[config.mk]
export PLATFORM = sky130hd
export DESIGN_NAME = ea_unit
export DESIGN_NICKNAME = d
export VERILOG_FILES = /design/src/rtl/ea_pkg.sv /design/src/rtl/ea_mode_dec.sv /design/src/rtl/ea_addr_calc.sv /design/src/rtl/ea_unit.sv
export SDC_FILE = /design/constraint.sdc
export NUM_CORES = 1
export LEC_CHECK = 0
export ABC_AREA = 1
export BUFFER_PORTS_ARGS = -buffer_cell sky130_fd_sc_hd__buf_2
export CAP_MARGIN = 20
export CORE_UTILIZATION = 45
export CTS_CLUSTER_SIZE = 40
export DETAILED_ROUTE_END_ITERATION = 10
export HOLD_SLACK_MARGIN = 0.06
export PLACE_DENSITY = 0.69
export SKIP_LAST_GASP = 1
export SYNTH_ARGS = -nofsm -noshare
export SYNTH_HDL_FRONTEND = slang
export SYNTH_SLANG_ARGS = --single-unit
[constraint.sdc]
create_clock -name clk -period 2 [get_ports clk]
set_input_delay 0.1 -clock clk [delete_from_list [all_inputs] [get_ports clk]]
set_output_delay 0.1 -clock clk [all_outputs]
set_load 0.02 [all_outputs]
[src/rtl/ea_pkg.sv]
package ea_pkg;

    localparam int MODE_W = 4;

    typedef enum logic [MODE_W-1:0] {
        AM_NONE = 4'd0,
        AM_ABS  = 4'd1,
        AM_ABX  = 4'd2,
        AM_ABY  = 4'd3,
        AM_ACC  = 4'd4,
        AM_IMM  = 4'd5,
        AM_IMP  = 4'd6,
        AM_IND  = 4'd7,
        AM_IZX  = 4'd8,
        AM_IZY  = 4'd9,
        AM_REL  = 4'd10,
        AM_ZP   = 4'd11,
        AM_ZPX  = 4'd12,
        AM_ZPY  = 4'd13
    } amode_e;

    typedef enum logic [2:0] {
        ST_IDLE   = 3'd0,
        ST_PTR_LO = 3'd1,
        ST_PTR_HI = 3'd2,
        ST_JOIN   = 3'd3,
        ST_FINISH = 3'd4
    } ea_state_e;

    typedef struct packed {
        logic [1:0] len;
        logic       invalid;
        logic       imm;
        logic       indirect;
        logic       post_y;
    } mode_info_t;

endpackage

[src/rtl/ea_mode_dec.sv]
module ea_mode_dec
    import ea_pkg::*;
(
    input  logic [MODE_W-1:0] mode,
    output mode_info_t        info
);
    always_comb begin
        info = '{len: 2'd1, invalid: 1'b1, imm: 1'b0, indirect: 1'b0, post_y: 1'b0};
        unique case (mode)
            AM_ABS, AM_ABX, AM_ABY: begin
                info.len     = 2'd3;
                info.invalid = 1'b0;
            end
            AM_IND: begin
                info.len      = 2'd3;
                info.invalid  = 1'b0;
                info.indirect = 1'b1;
            end
            AM_IZX: begin
                info.len      = 2'd2;
                info.invalid  = 1'b0;
                info.indirect = 1'b1;
            end
            AM_IZY: begin
                info.len      = 2'd2;
                info.invalid  = 1'b0;
                info.indirect = 1'b1;
                info.post_y   = 1'b1;
            end
            AM_IMM: begin
                info.len     = 2'd2;
                info.invalid = 1'b0;
                info.imm     = 1'b1;
            end
            AM_ZP, AM_ZPX, AM_ZPY: begin
                info.len     = 2'd2;
                info.invalid = 1'b0;
            end
            AM_REL: info.len = 2'd2;
            default: info.len = 2'd1;
        endcase
    end
endmodule

[src/rtl/ea_addr_calc.sv]
module ea_addr_calc
    import ea_pkg::*;
#(
    parameter int DW = 8,
    parameter int AW = 2 * DW
) (
    input  logic [MODE_W-1:0] mode,
    input  logic [DW-1:0]     opnd_lo,
    input  logic [DW-1:0]     opnd_hi,
    input  logic [DW-1:0]     idx_x,
    input  logic [DW-1:0]     idx_y,
    output logic [AW-1:0]     direct_addr,
    output logic [AW-1:0]     ptr_addr
);
    localparam logic [DW-1:0] PAGE0 = '0;

    logic [AW-1:0] wide_op;
    logic [DW-1:0] zp_x;
    logic [DW-1:0] zp_y;

    assign wide_op = {opnd_hi, opnd_lo};
    assign zp_x    = opnd_lo + idx_x;
    assign zp_y    = opnd_lo + idx_y;

    always_comb begin
        direct_addr = '0;
        unique case (mode)
            AM_ABS:  direct_addr = wide_op;
            AM_ABX:  direct_addr = wide_op + {PAGE0, idx_x};
            AM_ABY:  direct_addr = wide_op + {PAGE0, idx_y};
            AM_ZP:   direct_addr = {PAGE0, opnd_lo};
            AM_ZPX:  direct_addr = {PAGE0, zp_x};
            AM_ZPY:  direct_addr = {PAGE0, zp_y};
            default: direct_addr = '0;
        endcase
    end

    always_comb begin
        ptr_addr = '0;
        unique case (mode)
            AM_IND:  ptr_addr = wide_op;
            AM_IZX:  ptr_addr = {PAGE0, zp_x};
            AM_IZY:  ptr_addr = {PAGE0, opnd_lo};
            default: ptr_addr = '0;
        endcase
    end
endmodule

[src/rtl/ea_unit.sv]
module ea_unit
    import ea_pkg::*;
#(
    parameter int DW = 8,
    parameter int AW = 2 * DW
) (
    input  logic              clk,
    input  logic              rst_n,
    input  logic              start,
    input  logic [MODE_W-1:0] mode,
    input  logic [DW-1:0]     opnd_lo,
    input  logic [DW-1:0]     opnd_hi,
    input  logic [DW-1:0]     idx_x,
    input  logic [DW-1:0]     idx_y,
    input  logic [DW-1:0]     mem_data,
    output logic              mem_rd,
    output logic [AW-1:0]     mem_addr,
    output logic [1:0]        inst_len,
    output logic              busy,
    output logic              done,
    output logic [AW-1:0]     ea,
    output logic              imm_valid,
    output logic [DW-1:0]     imm_val,
    output logic              bad_mode
);
    localparam logic [DW-1:0] ZERO_B = '0;

    mode_info_t    info;
    logic [AW-1:0] direct_w;
    logic [AW-1:0] ptr_w;

    ea_state_e     state_q, state_d;
    logic [AW-1:0] ptr_q;
    logic [DW-1:0] lo_q;
    logic [DW-1:0] y_q;
    logic          post_y_q;
    logic [AW-1:0] ea_q;
    logic          immv_q;
    logic [DW-1:0] imm_q;
    logic          bad_q;

    ea_mode_dec u_dec (
        .mode (mode),
        .info (info)
    );

    ea_addr_calc #(.DW(DW), .AW(AW)) u_calc (
        .mode        (mode),
        .opnd_lo     (opnd_lo),
        .opnd_hi     (opnd_hi),
        .idx_x       (idx_x),
        .idx_y       (idx_y),
        .direct_addr (direct_w),
        .ptr_addr    (ptr_w)
    );

    assign inst_len = info.len;

    // next-state logic
    always_comb begin
        state_d = state_q;
        unique case (state_q)
            ST_IDLE:   if (start) state_d = info.indirect ? ST_PTR_LO : ST_FINISH;
            ST_PTR_LO: state_d = ST_PTR_HI;
            ST_PTR_HI: state_d = ST_JOIN;
            ST_JOIN:   state_d = ST_FINISH;
            ST_FINISH: state_d = ST_IDLE;
            default:   state_d = ST_IDLE;
        endcase
    end

    // state register
    always_ff @(posedge clk or negedge rst_n) begin
        if (!rst_n) state_q <= ST_IDLE;
        else        state_q <= state_d;
    end

    // datapath and result registers
    always_ff @(posedge clk or negedge rst_n) begin
        if (!rst_n) begin
            ptr_q    <= '0;
            lo_q     <= '0;
            y_q      <= '0;
            post_y_q <= 1'b0;
            ea_q     <= '0;
            immv_q   <= 1'b0;
            imm_q    <= '0;
            bad_q    <= 1'b0;
        end else begin
            unique case (state_q)
                ST_IDLE: begin
                    if (start) begin
                        if (info.indirect) begin
                            ptr_q    <= ptr_w;
                            y_q      <= idx_y;
                            post_y_q <= info.post_y;
                        end else begin
                            ea_q   <= (info.invalid || info.imm) ? '0 : direct_w;
                            bad_q  <= info.invalid;
                            immv_q <= info.imm;
                            imm_q  <= info.imm ? opnd_lo : '0;
                        end
                    end
                end
                ST_PTR_HI: lo_q <= mem_data;
                ST_JOIN: begin
                    ea_q   <= {mem_data, lo_q} + (post_y_q ? {ZERO_B, y_q} : '0);
                    bad_q  <= 1'b0;
                    immv_q <= 1'b0;
                    imm_q  <= '0;
                end
                default: ;
            endcase
        end
    end

    // state-decoded outputs
    always_comb begin
        mem_rd   = 1'b0;
        mem_addr = '0;
        unique case (state_q)
            ST_PTR_LO: begin
                mem_rd   = 1'b1;
                mem_addr = ptr_q;
            end
            ST_PTR_HI: begin
                mem_rd   = 1'b1;
                mem_addr = ptr_q + 1'b1;
            end
            default: ;
        endcase
    end

    assign busy      = (state_q != ST_IDLE);
    assign done      = (state_q == ST_FINISH);
    assign ea        = ea_q;
    assign imm_valid = immv_q;
    assign imm_val   = imm_q;
    assign bad_mode  = bad_q;

endmodule

==> metrics.md, run 1 <==
| Metric | Value |
|---|---|
| Synth warn | `0` |
| Final setup viols | `9` |
| Clock Sink Count | `62` |
| Failing checks | `negative setup slack` |
| First-pass GRT wire length | `28700 um` |
| Max H-tree Level | `3` |
| Unrepaired setup endpoints after global routing | `true` |
| Die height | `113 um` |
| CTS tree | `built` |
| Worst setup SP type | `register` |
| Final GP Congestion | `0.991` |
| Vias in the first global route | `5782` |
| Die X | `113 um` |
| DR iter-0 viols | `453` |
| Crit Path Category | `reg2out` |
| Most Frequent Cell on Critical Path | `nand2_2` |
| Overall Power | `7.95 mW` |
| # IOs | `94` |
| Worst setup path end | `mem_addr[12]` |
| Overall routed net length | `18300 um` |
| Vias | `6273` |
| Final slew viol count | `0` |
| Hold_ws | `0.0799 ns` |
| Hold crit path type | `in2reg` |
| Post-Place Setup Slack | `-0.292 ns` |
| Crit path max-delay family | `simple AND/OR/NAND/NOR gates` |
| Cells along the critical path | `ha_2 -> nand2_2 -> nor3_4 -> nand2_2 -> nor2_4 -> nand3_4 -> o21ai_2 -> inv_1 -> a31oi_1 -> buf_4` |
| Largest area contributor in the netlist | `dfrtp_1` |
| CP max stage cell | `dfrtp_1` |
| Min setup slack post-route | `-0.190 ns` |
| Die area | `12800 sq um` |
| Syn nets | `957` |
| R2R Path Start | `post_y_q` |
| CP bufs+invs | `2` |
| Area contributors post-synth | `dfrtp_1, nand2_1, inv_1, ha_1, nand3_1` |
| Wire per inst | `15.5 um` |
| Pwr/cell area | `1080 nW/um^2` |
| Gr usage total | `0.291` |
| Seq/Total Area, Yosys | `0.279` |
| Synth unique cells | `40` |
| Clock-pin transition on the worst setup and hold timing paths | `0.06 ns` |
| Worst-Skew Late Latency | `0.33 ns` |
| Tmin final | `2.19 ns` |
| Fin crit share | `1.10` |
| DRT antenna net count | `0` |
| Crit end category | `output port` |
| Avg Synthesized Cell Area | `6.37 sq um` |
| R2R depth | `16` |
| Relative slew slack | `0.497` |
| Flops & latches, synth | `62` |
| Share of layout cells above drive strength 1 | `0.267` |
| Synth Instances | `873` |
| Drt drc | `0` |
| Reg2Reg Setup Slack | `-0.06 ns` |
| Initial core utilization | `0.463` |
| Root Buffer | `clkbuf_16` |
| P&R area growth vs syn | `33.0%` |
| # rows | `40` |
| Ant diodes | `0` |
| CTS max path bufs | `2` |
| Largest net degree at the start of global routing | `34` |
| Core area | `12000 sq um` |
| Capturing point of the worst reg2reg path | `ea[14]` |
| Critical path depth | `10` |
| Fin. Hold Viols | `0` |
| Nets | `1109` |
| WP data arrival | `2.09 ns` |
| Initial antenna violation count | `0` |
| CTS Buf Count | `9` |
| Biggest cell delay along the critical path | `0.37 ns` |
| Status | `complete, but fails checks` |
| FMAX | `457 MHz` |
| Post-synthesis cell area | `5560 sq um` |
| DRT Pass-1 Iters | `5` |
| PortBufs | `93` |
| Most common cell after layout, fill and taps aside | `nand2_1` |
| Commonest non-fill, non-tap cells in the layout | `nand2_1, inv_1, buf_2, nand3_1` |
| Worst slew pin tran | `0.755 ns` |
| Maximum VDD drop | `0.000504 V` |
| Drt via density | `5.33` |
| Share of the synthesized area in the top cell type | `0.279` |
| CP Max Fanout | `5` |
| Clk_skew | `0.00414 ns` |
| Max-cap violation count | `0` |
| Lkg Pwr | `3.99 nW` |
| Crit path from | `ptr_q[0]` |
| Final core occ | `0.615` |
| Worst Path Required | `1.90 ns` |
| Post-DP HPWL | `14100 um` |
| Global route total overflow | `0` |
-- synth_stat cells --
cell,n
a211oi_1,1
o22ai_1,7
a31oi_4,1
o32ai_1,2
inv_1,136
buf_6,2
nor2_2,1
nand2_2,3
clkbuf_2,1
inv_2,4
nand2_1,263
xnor2_1,4
fa_1,4
nor3_2,1
o21ai_0,74
nand3b_1,5
nor3_1,7
o31ai_1,1
o211ai_1,3
a21oi_1,48
ha_1,33
xor2_1,3
nor3_4,3
nor4_1,2
nand4_1,16
a221oi_1,1
nor3b_1,2
or2_2,6
o21ai_2,1
a31oi_1,4
a22oi_1,5
dfrtp_1,62
nand3_1,82
nor2_1,64
nor2_4,2
buf_2,6
nand3_4,1
buf_4,3
clkbuf_1,8
a21o_1,1
-- cell type report --
cell class,count,area [sq um]
clock buffer,14,294
clock inverter,2,60.1
fill,1120,4620
inverter,140,528
multi-input combinational,651,3740
sequential,62,1550
tap,147,184
timing repair buffer,161,1030
-- cell families after synthesis --
family	after synthesis	share of synthesized area
flip-flops	62	0.279
AO/OA/AOI/OAI	149	0.147
adder cells (fa/ha/maj)	37	0.0887
buffers and inverters	160	0.114
XOR/XNOR	7	0.0110
AND/OR/NAND/NOR	458	0.360
-- where the power goes --
part	internal [mW]	leakage (nW)	total (mW)	switching (mW)
sequential	1.81	0.784	2.29	0.482
clock	1.26	0.175	1.83	0.573
combinational	1.45	3.03	3.82	2.37
total	4.52	3.99	7.95	3.43
-- worst reg2reg max path, delay by kind of cell, from the launching register on --
kind,cells,cell delay [ns]
fa+ha+maj,2,0.51
buf+inv,3,0.19
simple gates,11,0.89
flops,1,0.41
-- state kept, by name, summed over array words and instances, names as in the netlist --
register and count:
imm_valid 1, state_q 3, imm_val 8, bad_mode 1
ea 16, post_y_q 1, lo_q 8, y_q 8
ptr_q 16
-- repair_timing --
action | in CTS | in global routing
setup buffers | 4 | 3
gates cloned | 0 | 0
hold buffers | 2 | 0
setup endpoints to repair | 15 | 29
pin swaps | 9 | 47
gates resized for setup | 19 | 89
endpoints found under the hold margin | 30 | 0
-- stage by stage --
| step | instance area [sq um] | std cells | setup TNS (ns) |
|---|---|---|---|
| 4_1_cts | 7070 | 1175 | -0.451 |
| 5_1_grt | 7390 | 1177 | -3.16 |
| 2_1_floorplan | 5580 | 873 | -0.105 |
| 3_3_place_gp | 6590 | 1153 | -2.51 |
| 3_5_place_dp | 6590 | 1153 | -3.26 |
| 6_report | 7390 | 1177 | -0.846 |
-- worst min-delay path by stage --
stage,start,to,slack [ns],cells after the start
after CTS,mem_data[5],lo_q[5],0.06,3
after global placement,rst_n,state_q[1],0.20,1
final,mem_data[5],lo_q[5],0.08,3
after detailed placement,rst_n,ea[0],0.20,1
after floorplan,rst_n,bad_mode,-0.20,0
after global routing,mem_data[1],lo_q[1],0.10,3
-- routing by layer --
layer	global-route usage	up-vias	part of all wire	routed length (um)
met4	0.0904	0	0.017	305
met3	0.0402	27	0.058	1060
met1	0.390	2870	0.46	8320
met2	0.488	226	0.47	8580
li1	-	3150	-	-
met5	0	-	0	0
(Power assumes the default switching activity.)
==> run 2, diff against run 1 <==
--- a/config.mk
+++ b/config.mk
@@ -6,6 +6,7 @@
 export NUM_CORES = 1
 export LEC_CHECK = 0
 export ABC_AREA = 1
+export ABC_CLOCK_PERIOD_IN_PS = 2000
 export BUFFER_PORTS_ARGS = -buffer_cell sky130_fd_sc_hd__buf_2
 export CAP_MARGIN = 20
 export CORE_UTILIZATION = 45
@@ -14,6 +15,7 @@
 export HOLD_SLACK_MARGIN = 0.06
 export PLACE_DENSITY = 0.69
 export SKIP_LAST_GASP = 1
+export SLEW_MARGIN = 20
 export SYNTH_ARGS = -nofsm -noshare
 export SYNTH_HDL_FRONTEND = slang
 export SYNTH_SLANG_ARGS = --single-unit
==> constraint.sdc (replaced) <==
create_clock -name clk -period 2 [get_ports clk]
set_input_delay 0.1 -clock clk [delete_from_list [all_inputs] [get_ports clk]]
set_output_delay 0.1 -clock clk [all_outputs]
set_load 0.005 [all_outputs]
==> run 2 against run 1 <==
  * The run still ends with negative setup slack left
  * Flip-flop and latch count is the same
  * Combinational power shrank 12%
  * Cell count grew 0.42%
  * First-iteration DRC count shrank 3.5%
  * Clock power shrank 8%
  * Die area is the same
  * Global-route usage grew 0.14 points
  * Register-to-register slack is essentially flat
  * Core utilization shrank 0.62 points
  * Via count grew 0.29%
  * Critical path type unchanged
  * Largest cell class unchanged
==> metrics.md, run 2 (same netlist as run 1, synthesis figures left out) <==
| Metric | Value |
|---|---|
| DR iter-0 viols | `437 (-3.5%)` |
| Wire per inst | `15.5 um (+0.17%)` |
| Lkg Pwr | `3.98 nW (-0.40%)` |
| WP data arrival | `2.07 ns (-0.02 ns)` |
| Cells along the critical path | `ha_2 -> nand2_2 -> nor3_2 -> nand2_1 -> nor2_2 -> nand3_2 -> o21ai_1 -> inv_1 -> a31oi_1 -> buf_2` |
| Share of layout cells above drive strength 1 | `0.263 (-0.00419)` |
| Worst Path Required | `1.90 ns (about the same)` |
| Net Sw Power | `2.99 mW (-13%)` |
| Worst setup SP type | `register` |
| Max-cap violation count | `0 (unchanged)` |
| Sequential share of power | `0.312 (+0.024)` |
| Nets | `1114 (+0.45%)` |
| Largest net degree at the start of global routing | `34 (unchanged)` |
| Clock Sink Count | `62 (unchanged)` |
| Drt via density | `5.32 (-0.14%)` |
| Clk_skew | `0.00524 ns (+0.00110 ns)` |
| Global route total overflow | `0 (unchanged)` |
| CTS Buf Count | `9 (unchanged)` |
| Post-Place Setup Slack | `-0.297 ns (-0.00482 ns)` |
| CTS tree | `built` |
| Crit end category | `output port` |
| Die area | `12800 sq um (unchanged)` |
| Final core occ | `0.609 (-0.00625)` |
| Die X | `113 um (unchanged)` |
| Gr usage total | `0.293 (+0.00140)` |
| Ant diodes | `0 (unchanged)` |
| CP max stage cell | `dfrtp_1` |
| Final setup viols | `7 (-2)` |
| Min setup slack post-route | `-0.168 ns (+0.0223 ns)` |
| DRT antenna net count | `0 (unchanged)` |
| P&R area growth vs syn | `31.6%` |
| Post-DP HPWL | `14200 um (+0.44%)` |
| PortBufs | `93 (unchanged)` |
| Core area | `12000 sq um (unchanged)` |
| Most common cell after layout, fill and taps aside | `nand2_1` |
| Root Buffer | `clkbuf_16` |
| Comb pwr share | `0.458 (-0.023)` |
| Status | `complete, but fails checks` |
| Max H-tree Level | `3 (unchanged)` |
| Crit Path Category | `reg2out` |
| CP Max Fanout | `5 (unchanged)` |
| FMAX | `461 MHz (+1.0%)` |
| Worst slew pin tran | `0.727 ns (-0.0284 ns)` |
| Initial antenna violation count | `0 (unchanged)` |
| Clock network power share | `0.230 (about the same)` |
| Hold crit path type | `in2reg` |
| Failing checks | `negative setup slack` |
| Unrepaired setup endpoints after global routing | `true` |
| Int Pwr | `4.32 mW (-4.3%)` |
| Worst-Skew Late Latency | `0.33 ns (about the same)` |
| Biggest cell delay along the critical path | `0.38 ns (about the same)` |
| Fin crit share | `1.08 (-0.0112)` |
| Die height | `113 um (unchanged)` |
| Tmin final | `2.17 ns (-0.0223 ns)` |
| Hold_ws | `0.0853 ns (+0.00535 ns)` |
| Fin. Hold Viols | `0 (unchanged)` |
| Maximum VDD drop | `0.000558 V (+11%)` |
| # IOs | `94 (unchanged)` |
| DRT Pass-1 Iters | `5 (unchanged)` |
| Final GP Congestion | `1.01 (+2.1%)` |
| Switching portion of total power | `0.409 (-0.0224)` |
| Clock-pin transition on the worst setup and hold timing paths | `0.05 ns (about the same)` |
| # rows | `40 (unchanged)` |
| First-pass GRT wire length | `28900 um (+0.53%)` |
| Vias in the first global route | `5861 (+1.4%)` |
| Relative slew slack | `0.515 (+0.0189)` |
| Commonest non-fill, non-tap cells in the layout | `nand2_1, inv_1, buf_2, nand3_1, buf_4` |
| Vias | `6291 (+0.29%)` |
| Final slew viol count | `0 (unchanged)` |
| CTS max path bufs | `2 (unchanged)` |
| Overall routed net length | `18400 um (+0.60%)` |
| Drt drc | `0 (unchanged)` |
| Pwr/cell area | `1000 nW/um^2 (-7.0%)` |
| Initial core utilization | `0.463 (unchanged)` |
==> run 2: changes by cell type in the layout (fill, tap and decap cells not counted), moves of 3 or more <==
cell,previous run,this run
inv_1,126,133
buf_4,62,68
inv_2,13,7
buf_6,5,1
clkbuf_8,5,1
buf_2,90,93
nand3_2,11,14
==> run 2: path summary, 6_finish.rpt <==
| kind | start | endpoint | slack [ns] | cells after the start |
|---|---|---|---|---|
| worst max-delay path | ptr_q[0] | mem_addr[12] | -0.17 | 10 |
| worst min-delay path | mem_data[5] | lo_q[5] | 0.09 | 3 |
| worst max register to register | post_y_q | ea[14] | -0.06 | 16 |
| worst min register to register | bad_mode | bad_mode | 0.48 | 2 |
| max in group asynchronous | rst_n | lo_q[4] | 1.00 | 3 |
| min in group asynchronous | rst_n | ea[1] | 0.37 | 2 |
==> run 2: layout make-up <==
cell class                 count  area [sq um]
clock inverter                 6          85.1
sequential                    62          1550
timing repair buffer         166          1050
inverter                     140           526
clock buffer                  10           239
fill                        1124          4700
tap                          147           184
multi-input combinational    651          3680
==> run 2: stage by stage <==
stage | power, mW | cell area [sq um] | instances | setup TNS [ns]
global route | 7.90 | 7320 | 1182 | -2.16
CTS | 7.09 | 7050 | 1176 | -0.193
detailed placement | 5.27 | 6590 | 1153 | -3.35
global placement | 5.22 | 6590 | 1153 | -2.49
floorplan | 4.07 | 5580 | 873 | -0.104
finish | 7.31 | 7320 | 1182 | -0.613
==> run 2: power by group through the flow <==
| stage | clock network [mW] | logic [mW] | registers (mW) |
|---|---|---|---|
| floorplan | 0 | 1.91 | 2.16 |
| global placement | 0 | 2.99 | 2.23 |
| detailed placement | 0 | 3.02 | 2.24 |
| CTS | 1.72 | 3.13 | 2.24 |
| global route | 1.78 | 3.78 | 2.34 |
| finish | 1.68 | 3.35 | 2.28 |
==> run 2: timing repair <==
item,in CTS,in global routing
pin swaps,10,29
endpoints found under the hold margin,30,0
endpoints found under the setup margin,14,21
buffers inserted,5,6
hold buffers,2,0
gates resized for setup,23,62
==> run 2: worst max-delay path, delay by kind of cell (launching register included) <==
kind,cells,cell delay [ns]
flip-flops,1,0.38
AND/OR/NAND/NOR,5,0.66
adder cells (fa/ha/maj),1,0.21
buffers and inverters,2,0.19
AO/OA/AOI/OAI,2,0.31
==> run 2: routing by layer <==
layer | track usage | vias up | wire, um
met5 | 0 | - | 0
met4 | 0.109 | 0 | 618
met3 | 0.0386 | 48 | 830
met2 | 0.495 | 217 | 8640
met1 | 0.383 | 2877 | 8280
li1 | - | 3149 | -
